<file path="src/rtl/pp_pkg.sv">
package pp_pkg;
  localparam int NUM_BUF = 2;
  typedef enum logic {BUF_A = 1'b0, BUF_B = 1'b1} pp_buf_e;
endpackage

</file>
<file path="src/rtl/pp_slot_picker.sv">
module pp_slot_picker
  import pp_pkg::*;
(
  input  logic [NUM_BUF-1:0] full,
  input  pp_buf_e            last_buf,
  output logic               found,
  output pp_buf_e            pick
);
  pp_buf_e pref;

  always_comb begin
    pref  = pp_buf_e'(~last_buf);
    found = 1'b0;
    pick  = pref;
    if (!full[pref]) begin
      found = 1'b1;
      pick  = pref;
    end else if (!full[last_buf]) begin
      found = 1'b1;
      pick  = last_buf;
    end
  end
endmodule

</file>
<file path="src/rtl/pp_full_flags.sv">
module pp_full_flags
  import pp_pkg::*;
(
  input  logic               clk,
  input  logic               rst,
  input  logic [NUM_BUF-1:0] set_vec,
  input  logic [NUM_BUF-1:0] clr_vec,
  output logic [NUM_BUF-1:0] full
);
  for (genvar i = 0; i < NUM_BUF; i++) begin : g_flag
    always_ff @(posedge clk) begin
      if (rst)             full[i] <= 1'b0;
      else if (set_vec[i]) full[i] <= 1'b1;
      else if (clr_vec[i]) full[i] <= 1'b0;
    end

    AST_CLEAR_ON_READ: assert property (@(posedge clk) disable iff (rst)
      (clr_vec[i] && !set_vec[i]) |=> !full[i]) else $error("clear lost");
    AST_SET_WINS: assert property (@(posedge clk) disable iff (rst)
      set_vec[i] |=> full[i]) else $error("set lost");
  end
endmodule

</file>
<file path="src/rtl/pp_skip_counter.sv">
module pp_skip_counter #(
  parameter int W = 8
) (
  input  logic         clk,
  input  logic         rst,
  input  logic         inc,
  output logic [W-1:0] cnt
);
  localparam logic [W-1:0] TOP = {W{1'b1}};

  always_ff @(posedge clk) begin
    if (rst)                     cnt <= '0;
    else if (inc && cnt != TOP)  cnt <= cnt + 1'b1;
  end

  AST_SKIP_SATURATES: assert property (@(posedge clk) disable iff (rst)
    (cnt == TOP) |=> (cnt == TOP)) else $error("skip wrapped");
  AST_SKIP_STEP: assert property (@(posedge clk) disable iff (rst)
    (inc && cnt != TOP) |=> (cnt == $past(cnt) + 1'b1)) else $error("skip step");
endmodule

</file>
<file path="src/rtl/pp_coordinator.sv">
module pp_coordinator
  import pp_pkg::*;
#(
  parameter int                ADDR_W = 32,
  parameter logic [ADDR_W-1:0] BASE_A = '0,
  parameter logic [ADDR_W-1:0] BASE_B = 32'h0080_0000,
  parameter int                SKIP_W = 8
) (
  input  logic              clk,
  input  logic              rst,
  input  logic              pp_mode_en,
  input  logic              frame_start,
  input  logic              frame_done,
  input  logic              rd_done_a,
  input  logic              rd_done_b,
  output logic              cap_en,
  output logic              cap_buf,
  output logic [ADDR_W-1:0] cap_base,
  output logic [1:0]        full_flags,
  output logic              frame_avail,
  output logic              avail_buf,
  output logic [SKIP_W-1:0] skip_cnt
);
  pp_buf_e            last_buf;
  pp_buf_e            pick;
  logic               found;
  logic               start_ok, grant, skip_ev, finish;
  logic [NUM_BUF-1:0] set_vec, clr_vec;

  assign start_ok = pp_mode_en && frame_start && !cap_en;
  assign grant    = start_ok && found;
  assign skip_ev  = start_ok && !found;
  assign finish   = cap_en && frame_done;
  assign set_vec  = finish ? (cap_buf ? 2'b10 : 2'b01) : 2'b00;
  assign clr_vec  = {rd_done_b, rd_done_a};

  pp_slot_picker u_pick (
    .full     (full_flags),
    .last_buf (last_buf),
    .found    (found),
    .pick     (pick)
  );

  pp_full_flags u_flags (
    .clk     (clk),
    .rst     (rst),
    .set_vec (set_vec),
    .clr_vec (clr_vec),
    .full    (full_flags)
  );

  pp_skip_counter #(.W(SKIP_W)) u_skip (
    .clk (clk),
    .rst (rst),
    .inc (skip_ev),
    .cnt (skip_cnt)
  );

  always_ff @(posedge clk) begin
    if (rst) begin
      cap_en      <= 1'b0;
      cap_buf     <= BUF_A;
      cap_base    <= BASE_A;
      last_buf    <= BUF_B;
      frame_avail <= 1'b0;
      avail_buf   <= BUF_A;
    end else begin
      frame_avail <= finish;
      if (finish) begin
        cap_en    <= 1'b0;
        avail_buf <= cap_buf;
        last_buf  <= pp_buf_e'(cap_buf);
      end else if (grant) begin
        cap_en   <= 1'b1;
        cap_buf  <= pick;
        cap_base <= (pick == BUF_B) ? BASE_B : BASE_A;
      end
    end
  end

  AST_GRANT_FREE_ONLY: assert property (@(posedge clk) disable iff (rst)
    $rose(cap_en) |-> !full_flags[cap_buf]) else $error("granted full buffer");
  AST_DONE_SETS_A: assert property (@(posedge clk) disable iff (rst)
    (finish && !cap_buf) |=> (full_flags[0] && frame_avail && !avail_buf && !cap_en))
    else $error("done A");
  AST_DONE_SETS_B: assert property (@(posedge clk) disable iff (rst)
    (finish && cap_buf) |=> (full_flags[1] && frame_avail && avail_buf && !cap_en))
    else $error("done B");
  AST_AVAIL_SINGLE: assert property (@(posedge clk) disable iff (rst)
    frame_avail |=> !frame_avail) else $error("avail wide");
  AST_MODE_OFF_IDLE: assert property (@(posedge clk) disable iff (rst)
    (!pp_mode_en && !cap_en) |=> !cap_en) else $error("grant in other mode");
  AST_BUSY_HOLDS: assert property (@(posedge clk) disable iff (rst)
    (cap_en && !frame_done) |=> (cap_en && $stable(cap_buf) && $stable(cap_base)))
    else $error("busy changed");
  AST_BASE_MATCH: assert property (@(posedge clk) disable iff (rst)
    cap_en |-> (cap_base == (cap_buf ? BASE_B : BASE_A))) else $error("base mismatch");
endmodule

</file>
<file path="config.mk">
export PLATFORM = sky130hd
export DESIGN_NAME = pp_coordinator
export DESIGN_NICKNAME = d
export VERILOG_FILES = /design/src/rtl/pp_pkg.sv /design/src/rtl/pp_slot_picker.sv /design/src/rtl/pp_full_flags.sv /design/src/rtl/pp_skip_counter.sv /design/src/rtl/pp_coordinator.sv
export SDC_FILE = /design/constraint.sdc
export NUM_CORES = 1
export LEC_CHECK = 0
export BUFFER_PORTS_ARGS = -buffer_cell sky130_fd_sc_hd__buf_4
export CELL_PAD_IN_SITES_DETAIL_PLACEMENT = 0
export CELL_PAD_IN_SITES_GLOBAL_PLACEMENT = 1
export CORE_ASPECT_RATIO = 1.4
export CORE_MARGIN = 2
export CORE_UTILIZATION = 31
export DETAILED_ROUTE_END_ITERATION = 12
export GPL_TIMING_DRIVEN = 0
export PLACE_DENSITY = 0.9
export SLEW_MARGIN = 20
export SYNTH_ARGS = -nofsm -noshare
export SYNTH_HDL_FRONTEND = slang
export SYNTH_SLANG_ARGS = --single-unit
</file>
<file path="constraint.sdc">
create_clock -name clk -period 3.2 [get_ports clk]
set_input_delay 0.32 -clock clk [delete_from_list [all_inputs] [get_ports clk]]
set_output_delay 0.32 -clock clk [all_outputs]
set_load 0.01 [all_outputs]
</file>
== Word-level counts from Yosys, hierarchy flattened ==
Index checks and enable logic that the tools add are counted.
W data, S select, Z words.

* Output and inout bits: 46
* Bits in writable memories: 0
* Logic and storage cells: 42
* Bits in registers: 47
* Latch bits: 0
* ROM bits: 0
* Input port bits: 7
* Memories: 0

* Eq/ne operators: 1
* Reduce and logical (&&, ||, !) cells: 12
* Divide/modulo/power cells: 0
* $mul: 0
* Bitwise gates (word level): 2
* Multiplexer cells: 15
* Magnitude comparators: 2
* Add/subtract/negate cells: 1
* Shift operators: 0

{| class="wikitable"
|+ Operator list
! operator !! count
|-
| $mux W24 || 1
|-
| $mux W1 || 12
|-
| $add A8 B1 Y8 const B || 1
|-
| $ne A8 B8 Y1 const B || 1
|-
| $logic_and A1 B1 Y1 || 6
|-
| $lt A1 B2 Y1 const B || 2
|-
| $mux W2 || 2
|-
| $reduce_bool A2 Y1 || 2
|-
| $logic_not A1 Y1 || 2
|-
| $not A1 Y1 || 2
|-
| $reduce_and A2 Y1 || 1
|-
| $reduce_or A2 Y1 || 1
|}

== Logic depth before layout (Yosys ltp) ==
* Depth after elaboration: 7
* Mapped depth: 5
* Depth with buffers taken out: 5

== Hierarchy ==
Synthesis repeated with hierarchy kept, for this count alone.

* Cells, all modules: 110
* Area total of the unflattened synthesis: 970.9 sq um

{| class="wikitable"
|+ Modules (own cells, without submodules)
! module !! times used !! seq. area each (sq um) !! area each (sq um) !! cells an instance
|-
| pp_coordinator || 1 || 100.1 || 447.9 || 52
|-
| pp_skip_counter || 1 || 160.2 || 430.4 || 46
|-
| pp_full_flags || 1 || 40.0 || 70.1 || 8
|-
| pp_slot_picker || 1 || 0.0 || 22.5 || 4
|}

== Worst setup path after synthesis ==
No wires, ideal clock.

* Kind: flip-flop to flip-flop
* Start point: register u_skip.cnt[0]
* End point: register u_skip.cnt[5]
* Stages on the path, launching flop included: 6
* Setup time: 71 ps
* Arrival time: 1487 ps
* Setup slack: 1643 ps
* Path buffers: 0
* Clock period less this slack: 1557 ps
* Required time: 3129 ps
* Path through: dfxtp_1 > ha_1 > nand3_1 > o21ai_1 > or4_1 > a21oi_1

* Cells in the longest elaborated chain, start to end: 2
* Elaborated cells on any way between the ends: 3
* Those cells by class: add/sub (1); eq/ne (1); reduce/logical (1)

{| class="wikitable"
|+ Ends and longest elaborated chain
! element !! RTL line !! source
|-
| start: declaration || pp_skip_counter.sv:7 || <nowiki>output logic [W-1:0] cnt</nowiki>
|-
| start signal: assignment || pp_skip_counter.sv:13 || <nowiki>else if (inc && cnt != TOP) cnt <= cnt + 1'b1;</nowiki>
|-
| branches (longest 2 deep; another with $add A8 B1 Y8) || n/a ||
|}

Parallel ways; which one is timed is not known.
A chain may end at the register's enable or synchronous reset.

== Worst setup path after layout ==
* Start point: register u_skip.cnt[0]
* End point: register u_skip.cnt[7]

Same word-level chain as after synthesis.

==> flow_summary_export.csv <==
group,metric,value,unit
synthesis,syn-cell-area,896,sq um
detailed_routing,drt_iter0_markers,12,
critical_path,cp_data_arrival_time,1840,ps
detailed_routing,dr.max_layer_used,"met4",
global_routing,grtUsageTotal,11.6,%
critical_path,cpMaxStageDelayCell,"or4_1",
floorplanning,die-area,0.00334,sq mm
clock_tree,tritoncts,"yes",
sta,period_share,51.6,%
clock_tree,clk_path_buf_depth,2,
synthesis,ys_ff_latch,15,
floorplanning,core,0.00282,sq mm
synthesis,synth_cells,105,
detailed_routing,drt-total-wl,1820,um
global_routing,grt.overflow.total,0,
sta,tns,0,ps
cells_and_area,drive_above_1_share,38.1,%
floorplanning,die_w,49.4,um
critical_path,reg2reg_slack,1550,ps
sta,clock.fmax,605,MHz
detailed_routing,postRouteAntennaNets,0,
cells_and_area,final_area,0.00126,sq mm
critical_path,r2r_cells,5,
clock_tree,clk_latency,250,ps
synthesis,synth_flop_cell,"dfxtp_1",
clock_tree,htree_levels,1,
place,portBuffers,21,
critical_path,path_buf_inv,0,
critical_path,r2r_end,"u_skip.cnt[7]",
critical_path,critPathTopFamily,"simple AND/OR/NAND/NOR gates",
run,cap_violations,0,
sta,finalSetupViolCount,0,
run_status,status,"finished clean",
critical_path,worstReg2RegStart,"u_skip.cnt[0]",
synthesis,avgSynthCellArea,8.53,sq um
place,gp_congestion,0.659,
detailed_routing,via_count,774,
worst_hold_path,holdPathEnd,"u_skip.cnt[3]",
cells_and_area,fillers,311,
cells_and_area,seqCellArea,300,sq um
cells_and_area,final_nets,169,
pwr,p_leak,0.645,nW
cells_and_area,stdcell_count,197,
cells_and_area,multi_input_area,457,sq um
critical_path,crit_chain,"ha_1 -> nand3_1 -> o21ai_1 -> or4_1 -> a21oi_1",
global_routing,grt_pass1_vias,748,
place,dp.cells,193,
clock_tree,cts_sinks,15,
sta,hold_viol,0,
pwr,worst_ir_drop_vdd,0.158,mV
pwr,p_int,0.310,mW
critical_path,max_stage_delay,500,ps
pwr,pwr-share-comb,16.1,%
place,place_area,0.00121,sq mm
cells_and_area,postLayoutCoreUtil,44.6,%
synthesis,synth_most_common_cell,"buf_4",
critical_path,end_kind,"flop",
detailed_routing,met3_length,129,um
synthesis,ys_types,25,
global_routing,antenna_found_initial,0,
sta,rsz0062_at_grt,"no",
clock_tree,ctsResizeCount,0,
synthesis,yosys_warnings,0,
worst_hold_path,min_path_cells,2,
detailed_routing,wl_per_cell,9.26,um
cells_and_area,antenna_cells,0,
pwr,clockPowerShare,37.8,%
sta,min_period,1650,ps
clock_tree,holdBufCountCts,0,
synthesis,netlist_top_cells_count,"32 x buf_4, 15 x dfxtp_1, 12 x a21oi_1",
detailed_routing,wl_met2,1070,um
synthesis,synth_area_leader_cell,"dfxtp_1",
global_routing,grt_pass1_wl,3030,um
critical_path,crit_type,"reg2reg",
pwr,power,0.414,mW
synthesis,synth_edf_count,0,
global_routing,grt_max_degree,11,
worst_hold_path,worstHoldStart,"rst",
synthesis,synth-async-reset-ratio,0,%
clock_tree,numCtsBuffers,3,
synthesis,synth_top_area_share,33.5,%
pwr,power_frac_seq,46.1,%
place,dp_hpwl,1520,um
detailed_routing,drtPass1Iterations,2,
floorplanning,die_h,67.6,um
pwr,p_sw,0.103,mW
floorplanning,start_util,31.8,%
critical_path,cp_max_fo,6,
pwr,swShare,25.0,%
critical_path,start_kind,"flop",
floorplanning,rows,23,
detailed_routing,via_per_inst,3.93,
pwr,p_per_area,329,mW/mm^2
clock_tree,post_cts_buffers,0,
detailed_routing,met1Wirelength,597,um
cells_and_area,synthToLayoutAreaGrowth,40.5,%
sta,fin_skew,2.24,ps
detailed_routing,drc,0,
clock_tree,cts-root-buf,"clkbuf_8",
sta,finalMaxSlewViolations,0,
synthesis,yosysSeqAreaShare,33.5,%
floorplanning,io_pins,53,
clock_tree,path_clk_slew,60,ps
synthesis,synthTopCellsByArea,"dfxtp_1 34%, buf_4 27%, a21oi_1 6.7%, nand2_1 3.8%, o31ai_1 2.5%",
critical_path,worstPathRequired,3390,ps
worst_hold_path,hold_path.class,"in2reg",
[layout make-up]
| class | instances | area share (%) |
|---|---|---|
| plain buffers | 33 | 19.4 |
| clock buffers | 3 | 3.28 |
| clock inverters | 1 | 0.398 |
| inverters | 2 | 0.596 |
| multi-input cells | 85 | 36.3 |
| flip-flops and latches | 15 | 23.9 |
| well taps | 37 | 3.68 |
| repair buffers | 21 | 12.5 |
[power groups by stage]
| stage | registers [mW] | clock network, mW | logic [mW] |
|---|---|---|---|
| after detailed placement | 0.195 | 0 | 0.0647 |
| after floorplan | 0.195 | 0 | 0.0524 |
| after global routing | 0.191 | 0.163 | 0.0740 |
| final | 0.191 | 0.156 | 0.0667 |
| after global placement | 0.195 | 0 | 0.0642 |
| after CTS | 0.191 | 0.159 | 0.0650 |
[state kept, by name (all words and copies together), names as in the netlist]
signal / flops
avail_buf: 1
cap_base: 1
cap_en: 1
frame_avail: 1
last_buf: 1
u_flags.full: 2
u_skip.cnt: 8
[per-stage QoR]
step,setup WS [ps],hold WS (ps)
floorplan,1640,389
global placement,1600,449
detailed placement,1560,458
CTS,1540,270
global route,1410,280
finish,1550,272
[placed cells by master (no fill, tap or decap), drive strengths merged]
| cell type | n |
|---|---|
| nand2 | 9 |
| o21ai | 4 |
| dfxtp | 15 |
| o211ai | 1 |
| a21oi | 12 |
| mux2i | 1 |
| xor2 | 1 |
| nor2b | 1 |
| o31ai | 3 |
| and2 | 1 |
| nor2 | 5 |
| or4 | 3 |
| nand4 | 2 |
| nand2b | 1 |
| buf | 53 |
| clkbuf | 4 |
| and3b | 1 |
| inv | 2 |
| o22a | 1 |
| or3 | 3 |
| conb | 31 |
| clkinv | 1 |
| nand3 | 4 |
| ha | 1 |
[worst max-delay path by stage]
stage                             start             to  slack [ps]  cells past startpoint
after floorplan           u_skip.cnt[0]  u_skip.cnt[5]        1640                      5
after global placement    u_skip.cnt[0]  u_skip.cnt[5]        1600                      5
after detailed placement  u_skip.cnt[0]  u_skip.cnt[7]        1560                      5
after CTS                 u_skip.cnt[0]  u_skip.cnt[7]        1540                      5
after global routing      u_skip.cnt[0]  u_skip.cnt[5]        1410                      5
final                     u_skip.cnt[0]  u_skip.cnt[7]        1550                      5
[routing by layer]
layer,vias to the layer above,global-route usage [%]
met2,28,24.8
met5,-,0
met4,0,5.21
met1,337,9.92
li1,405,-
met3,4,2.65
[cells by family (layout without fill, tap and decap cells)]
family | after synthesis | in the layout | synth area share, %
adders and majority gates | 1 | 1 | 1.40
and+or+nand+nor | 30 | 30 | 19.7
muxes | 1 | 1 | 1.12
other | 1 | 31 | 0.419
buffers and inverters | 35 | 60 | 28.1
xor gates and xnor gates | 1 | 1 | 0.978
AOI/OAI and AO/OA | 21 | 21 | 14.8
DFF | 15 | 15 | 33.5
Power figures use the tool's default switching activity.
